--- src/rtl/mbm_pkg.sv ---
package mbm_pkg;

    parameter int unsigned MBM_AW = 8;
    parameter int unsigned MBM_DW = 64;

    typedef enum logic [2:0] {
        ST_IDLE = 3'd0,
        ST_REQ  = 3'd1,
        ST_WAIT = 3'd2,
        ST_CMD  = 3'd3,
        ST_DATA = 3'd4
    } mbm_state_e;

    typedef struct packed {
        logic              is_wr;
        logic [MBM_AW-1:0] addr;
        logic [MBM_DW-1:0] word;
    } mbm_txn_t;

    // Read has priority when both client pulses coincide.
    function automatic mbm_txn_t pick_txn(
        input logic              rd,
        input logic [MBM_AW-1:0] ra,
        input logic [MBM_AW-1:0] wa,
        input logic [MBM_DW-1:0] wd
    );
        mbm_txn_t t;
        t.is_wr = !rd;
        t.addr  = rd ? ra : wa;
        t.word  = rd ? '0 : wd;
        return t;
    endfunction

endpackage

--- src/rtl/mbm_txn_hold.sv ---
module mbm_txn_hold
    import mbm_pkg::*;
(
    input  logic     clk,
    input  logic     rst,
    input  logic     load,
    input  mbm_txn_t nxt,
    output mbm_txn_t cur
);
    always_ff @(posedge clk) begin
        if (rst) begin
            cur <= '0;
        end else if (load) begin
            cur <= nxt;
        end
    end
endmodule

--- src/rtl/mbm_seq.sv ---
module mbm_seq
    import mbm_pkg::*;
(
    input  logic              clk,
    input  logic              rst,
    input  logic              go,
    input  logic              gnt,
    input  mbm_txn_t          txn,
    output logic              accept,
    output logic              in_data,
    output logic              busy,
    output logic              req,
    output logic              c_rd,
    output logic              c_wr,
    output logic [MBM_AW-1:0] addr,
    output logic              addr_vld,
    output logic [MBM_DW-1:0] wdata,
    output logic              wdata_vld
);
    mbm_state_e st;

    assign accept  = (st == ST_IDLE) && go;
    assign in_data = (st == ST_DATA);

    always_ff @(posedge clk) begin
        if (rst) begin
            st        <= ST_IDLE;
            busy      <= 1'b0;
            req       <= 1'b0;
            c_rd      <= 1'b0;
            c_wr      <= 1'b0;
            addr      <= '0;
            addr_vld  <= 1'b0;
            wdata     <= '0;
            wdata_vld <= 1'b0;
        end else begin
            case (st)
                ST_IDLE: begin
                    if (go) begin
                        st   <= ST_REQ;
                        busy <= 1'b1;
                        req  <= 1'b1;
                    end
                end
                ST_REQ: begin
                    st  <= ST_WAIT;
                    req <= 1'b0;
                end
                ST_WAIT: begin
                    if (gnt) begin
                        st   <= ST_CMD;
                        c_rd <= !txn.is_wr;
                        c_wr <= txn.is_wr;
                    end else begin
                        st  <= ST_REQ;
                        req <= 1'b1;
                    end
                end
                ST_CMD: begin
                    st        <= ST_DATA;
                    c_rd      <= 1'b0;
                    c_wr      <= 1'b0;
                    addr      <= txn.addr;
                    addr_vld  <= 1'b1;
                    wdata     <= txn.word;
                    wdata_vld <= txn.is_wr;
                end
                ST_DATA: begin
                    st        <= ST_IDLE;
                    addr_vld  <= 1'b0;
                    wdata_vld <= 1'b0;
                    busy      <= 1'b0;
                end
                default: st <= ST_IDLE;
            endcase
        end
    end
endmodule

--- src/rtl/mbm_rd_capture.sv ---
module mbm_rd_capture
    import mbm_pkg::*;
(
    input  logic              clk,
    input  logic              rst,
    input  logic              in_data,
    input  logic              is_wr,
    input  logic [MBM_DW-1:0] rdata,
    input  logic              rdata_vld,
    output logic [MBM_DW-1:0] word,
    output logic              done
);
    logic take;
    assign take = in_data && !is_wr && rdata_vld;

    always_ff @(posedge clk) begin
        if (rst) begin
            word <= '0;
            done <= 1'b0;
        end else begin
            done <= in_data && (is_wr || rdata_vld);
            if (take) begin
                word <= rdata;
            end
        end
    end
endmodule

--- src/rtl/mbm_master.sv ---
module mbm_master
    import mbm_pkg::*;
(
    input  logic              clk,
    input  logic              rst,
    input  logic              rd_go,
    input  logic [MBM_AW-1:0] rd_addr,
    input  logic              wr_go,
    input  logic [MBM_AW-1:0] wr_addr,
    input  logic [MBM_DW-1:0] wr_word,
    output logic              busy,
    output logic              done,
    output logic [MBM_DW-1:0] rd_word,
    output logic              bus_request,
    input  logic              bus_grant,
    output logic              cmd_rd,
    output logic              cmd_wr,
    output logic [MBM_AW-1:0] bus_addr,
    output logic              bus_addr_vld,
    input  logic [MBM_DW-1:0] bus_rdata,
    input  logic              bus_rdata_vld,
    output logic [MBM_DW-1:0] bus_wdata,
    output logic              bus_wdata_vld
);
    mbm_txn_t nxt_txn;
    mbm_txn_t cur_txn;
    logic     accept;
    logic     in_data;

    assign nxt_txn = pick_txn(rd_go, rd_addr, wr_addr, wr_word);

    mbm_txn_hold u_hold (
        .clk  (clk),
        .rst  (rst),
        .load (accept),
        .nxt  (nxt_txn),
        .cur  (cur_txn)
    );

    mbm_seq u_seq (
        .clk       (clk),
        .rst       (rst),
        .go        (rd_go || wr_go),
        .gnt       (bus_grant),
        .txn       (cur_txn),
        .accept    (accept),
        .in_data   (in_data),
        .busy      (busy),
        .req       (bus_request),
        .c_rd      (cmd_rd),
        .c_wr      (cmd_wr),
        .addr      (bus_addr),
        .addr_vld  (bus_addr_vld),
        .wdata     (bus_wdata),
        .wdata_vld (bus_wdata_vld)
    );

    mbm_rd_capture u_cap (
        .clk       (clk),
        .rst       (rst),
        .in_data   (in_data),
        .is_wr     (cur_txn.is_wr),
        .rdata     (bus_rdata),
        .rdata_vld (bus_rdata_vld),
        .word      (rd_word),
        .done      (done)
    );
endmodule

--- config.mk ---
export PLATFORM = sky130hd
export DESIGN_NAME = mbm_master
export DESIGN_NICKNAME = d
export VERILOG_FILES = /design/src/rtl/mbm_pkg.sv /design/src/rtl/mbm_txn_hold.sv /design/src/rtl/mbm_seq.sv /design/src/rtl/mbm_rd_capture.sv /design/src/rtl/mbm_master.sv
export SDC_FILE = /design/constraint.sdc
export NUM_CORES = 1
export LEC_CHECK = 0
export BUFFER_PORTS_ARGS = -buffer_cell sky130_fd_sc_hd__buf_2
export CORE_ASPECT_RATIO = 0.5
export CORE_UTILIZATION = 54
export DETAILED_ROUTE_END_ITERATION = 10
export GPL_TIMING_DRIVEN = 1
export MAX_ROUTING_LAYER = met4
export PLACE_DENSITY = 0.95
export SLEW_MARGIN = 20
export SYNTH_ARGS = -nofsm -noshare
export SYNTH_HDL_FRONTEND = slang
export SYNTH_SLANG_ARGS = --single-unit
--- constraint.sdc ---
create_clock -name clk -period 2.4 [get_ports clk]
set_clock_uncertainty 0.15 [all_clocks]
set_input_delay 0.36 -clock clk [delete_from_list [all_inputs] [get_ports clk]]
set_output_delay 0.36 -clock clk [all_outputs]
set_load 0.02 [all_outputs]
==> results.py <==
metrics = {
    "layout": {
        "layout_common_cells": "buf_2 (291), dfxtp_1 (219), nand2b_1 (128)",
        "nets": 1330,
        "layout-drive-gt1-share_pct": 29.06,
        "final_common_cell": "buf_2",
        "fillers": 903,
        "multi_input_area_sq_um": 3759,
        "final_core_util_pct": 76.69,
        "regArea_sq_um": 4384,
        "area_growth_pct": 38.49,
        "antenna_cells": 0,
    },
    "sta": {
        "fmax_mhz": 462.7,
        "rsz0062_at_grt": "no",
        "hold_viol_final": 1,
        "setup_viol_count_final": 0,
        "timing.setup.tns_ns": 0,
        "min_period_over_period_pct": 90.05,
        "setup_slack_ns": 0.2388,
        "slew_violations": 0,
        "whs_ns": -0.0003996,
        "finalCriticalPeriod_ns": 2.161,
        "tightest_slew_ns": 0.7713,
        "relSlewSlack_pct": 48.58,
    },
    "placement": {
        "dp_slack_ns": 0.4176,
        "portBuffers": 292,
        "gp_congestion": 0.7914,
        "dp_hpwl_microns": 14220,
    },
    "yosys": {
        "synth_edf_count": 0,
        "yosysWarningCount": 0,
        "synth-main-ff-cell": "dfxtp_1",
        "ys_seq_area_share_pct": 51.36,
        "synth_area_sq_um": 8536,
        "synthArstFlopShare_pct": 0,
        "syn_nets": 978,
        "syn_inst": 828,
        "yosysTopAreaCell": "dfxtp_1",
        "ys_types": 33,
        "yosysTopAreaCellShare_pct": 51.36,
        "ys_ff_latch": 219,
        "avgSynthCellArea_sq_um": 10.31,
        "synth.area.top_cells": "dfxtp_1 (51%), nand2b_1 (9.4%), mux2i_1 (8.4%), a22o_1 (7.4%), nand4b_1 (6.6%)",
    },
    "global_routing": {
        "grt_pass1_wl_microns": 42180,
        "grt_pass1_vias": 8082,
        "grt_overflow": 0,
        "antenna_found_initial": 0,
        "grt_max_degree": 208,
        "track_usage_pct": 32.55,
    },
    "worst_setup_path": {
        "path_class": "reg2reg",
        "crit_fanout": 37,
        "max_stage_delay_ns": 0.69,
        "r2r_setup_slack_ns": 0.24,
        "reg2regPathDepth": 4,
        "cp_data_required_time_ns": 2.66,
        "r2r-start": "u_seq.st[0]",
        "arrival_ns": 2.43,
        "cp_cell_sequence": "or2_2 -> buf_4 -> o21ai_0 -> a21oi_1",
        "worstSetupEndpointType": "flip-flop",
        "crit_slowest_cell": "dfxtp_1",
        "r2r_end": "u_hold.cur[35]",
        "cp-start-kind": "flip-flop",
    },
    "power": {
        "power.switching_w": 0.002000,
        "design_power_total_w": 0.007802,
        "p_leak_nw": 4.972,
        "power.share.switching_pct": 25.63,
        "power.density_nw_per_um2": 660.0,
        "p_comb_share_pct": 11.9,
        "power_report.internal_total_w": 0.005803,
        "power.share.sequential_pct": 48.8,
        "power_frac_clock_pct": 39.4,
        "vdd_ir_drop_max_uv": 442.5,
    },
    "floorplanning": {
        "die_h_microns": 90.90,
        "initial_utilization_pct": 55.37,
        "core_sq_um": 15410,
        "num_rows": 32,
        "dieArea_sq_um": 16340,
        "die_x_microns": 179.8,
        "pin_count": 293,
    },
    "detailed_routing": {
        "wl_per_cell_microns": 19.42,
        "drt_wl_total_microns": 27140,
        "vias": 8252,
        "post_drt_via_cell_ratio": 5.903,
        "drt_pass1_iterations": 8,
        "drc_errors": 16,
        "ant_nets": 0,
        "drtIter0Drc": 658,
    },
    "run": {
        "drv_cap": 0,
    },
    "outcome": {
        "violations": "design-rule violations, negative hold slack",
        "status": "finished with violations",
    },
    "clock_network": {
        "cts_made_buffers": 20,
        "cts.clk_slew.worst_paths_ns": 0.08,
        "cts_sinks": 219,
        "cts_buffer_depth": 3,
        "cts_max_level": 1,
        "cts_tree": "done",
        "clock_latency_ns": 0.51,
        "cts_setup_buffers": 0,
        "cts_root_buf": "clkbuf_16",
    },
    "hold_path": {
        "hold_depth": 3,
        "hold_path_end": "u_hold.cur[20]",
        "min_from": "wr_word[20]",
        "hold_class": "in2reg",
    },
}
[sequential cells by signal, indices dropped and copies added (netlist names)]
register	cells
u_cap.word	64
u_seq.busy	1
u_hold.cur	73
u_seq.addr_vld	1
u_cap.done	1
u_seq.req	1
u_seq.wdata_vld	1
u_seq.c_wr	1
u_seq.st	3
u_seq.wdata	64
u_seq.c_rd	1
u_seq.addr	8
[Yosys cell counts (all sizes together), types with 2 or more instances]
library cell,instances
nand2,3
dfxtp,219
nand2b,128
a31oi,2
nor3,3
nor2,7
or3,2
mux2i,72
o21ai,68
a21oi,76
buf,50
a21boi,2
a211oi,9
clkbuf,38
nand4b,64
a22o,72
[stage by stage]
| step | hold slack (ns) | cells | instance area, sq um |
|---|---|---|---|
| 2_1_floorplan | 0.2858 | 828 | 8536 |
| 4_1_cts | 0.000006162 | 1397 | 11810 |
| 3_3_place_gp | 0.2886 | 1250 | 10080 |
| 5_1_grt | 0.001738 | 1398 | 11820 |
| 6_report | -0.0003996 | 1398 | 11820 |
| 3_5_place_dp | 0.2966 | 1250 | 10080 |
[critical path: cells and delay by family (launching register included)]
kind	cells	cell delay, ns
AOI/OAI and AO/OA	2	0.44
buffers and inverters	1	0.40
and+or+nand+nor	1	0.38
DFF	1	0.69
[layer usage]
| metal | wire length, microns | track usage (%) |
|---|---|---|
| met5 | 0 | - |
| met4 | 1533 | 18.39 |
| met3 | 2029 | 6.008 |
| met2 | 13310 | 55.51 |
| met1 | 10270 | 36.32 |
[cell families (layout without fill, tap and decap cells)]
kind of cell           Yosys count  count (layout)  synth area share, %
AOI/OAI and AO/OA              234             234                17.44
DFF                            219             219                51.36
and+or+nand+nor                213             213                17.37
buffers and inverters           89             455                5.248
muxes                           73              73                8.575
[power groups by stage]
stage / Clock (W) / Sequential, W / Combinational, W
floorplan: 0 / 0.00388 / 0.000441
global placement: 0 / 0.00387 / 0.000706
detailed placement: 0 / 0.00388 / 0.000728
CTS: 0.00307 / 0.00380 / 0.000878
global route: 0.00325 / 0.00381 / 0.000980
finish: 0.00307 / 0.00381 / 0.000925
[timing repair]
action,CTS,global route
hold buffers,111,1
gates resized for setup,0,0
endpoints found under the hold margin,111,1
[layout make-up]
| cell class | instances | area share [%] |
|---|---|---|
| clock inverters | 9 | 0.5927 |
| clock buffers | 27 | 4.625 |
| inverters | 1 | 0.03175 |
| well taps | 204 | 2.159 |
| repair buffers | 418 | 23.71 |
| flip-flops and latches | 219 | 37.09 |
| multi-input cells | 520 | 31.80 |
[worst max path at each step]
stage | startpoint | endpoint | slack (ns) | cells after the start
6_report | u_seq.st[0] | u_hold.cur[35] | 0.24 | 4
3_3_place_gp | u_seq.st[1] | u_seq.wdata[60] | 0.52 | 3
5_1_grt | u_seq.st[0] | u_hold.cur[35] | 0.19 | 4
2_1_floorplan | u_seq.st[0] | u_cap.word[10] | 0.92 | 5
3_5_place_dp | u_seq.st[2] | u_cap.word[61] | 0.42 | 4
4_1_cts | u_seq.st[2] | u_cap.word[61] | 0.39 | 4
(Power assumes the default switching activity.)
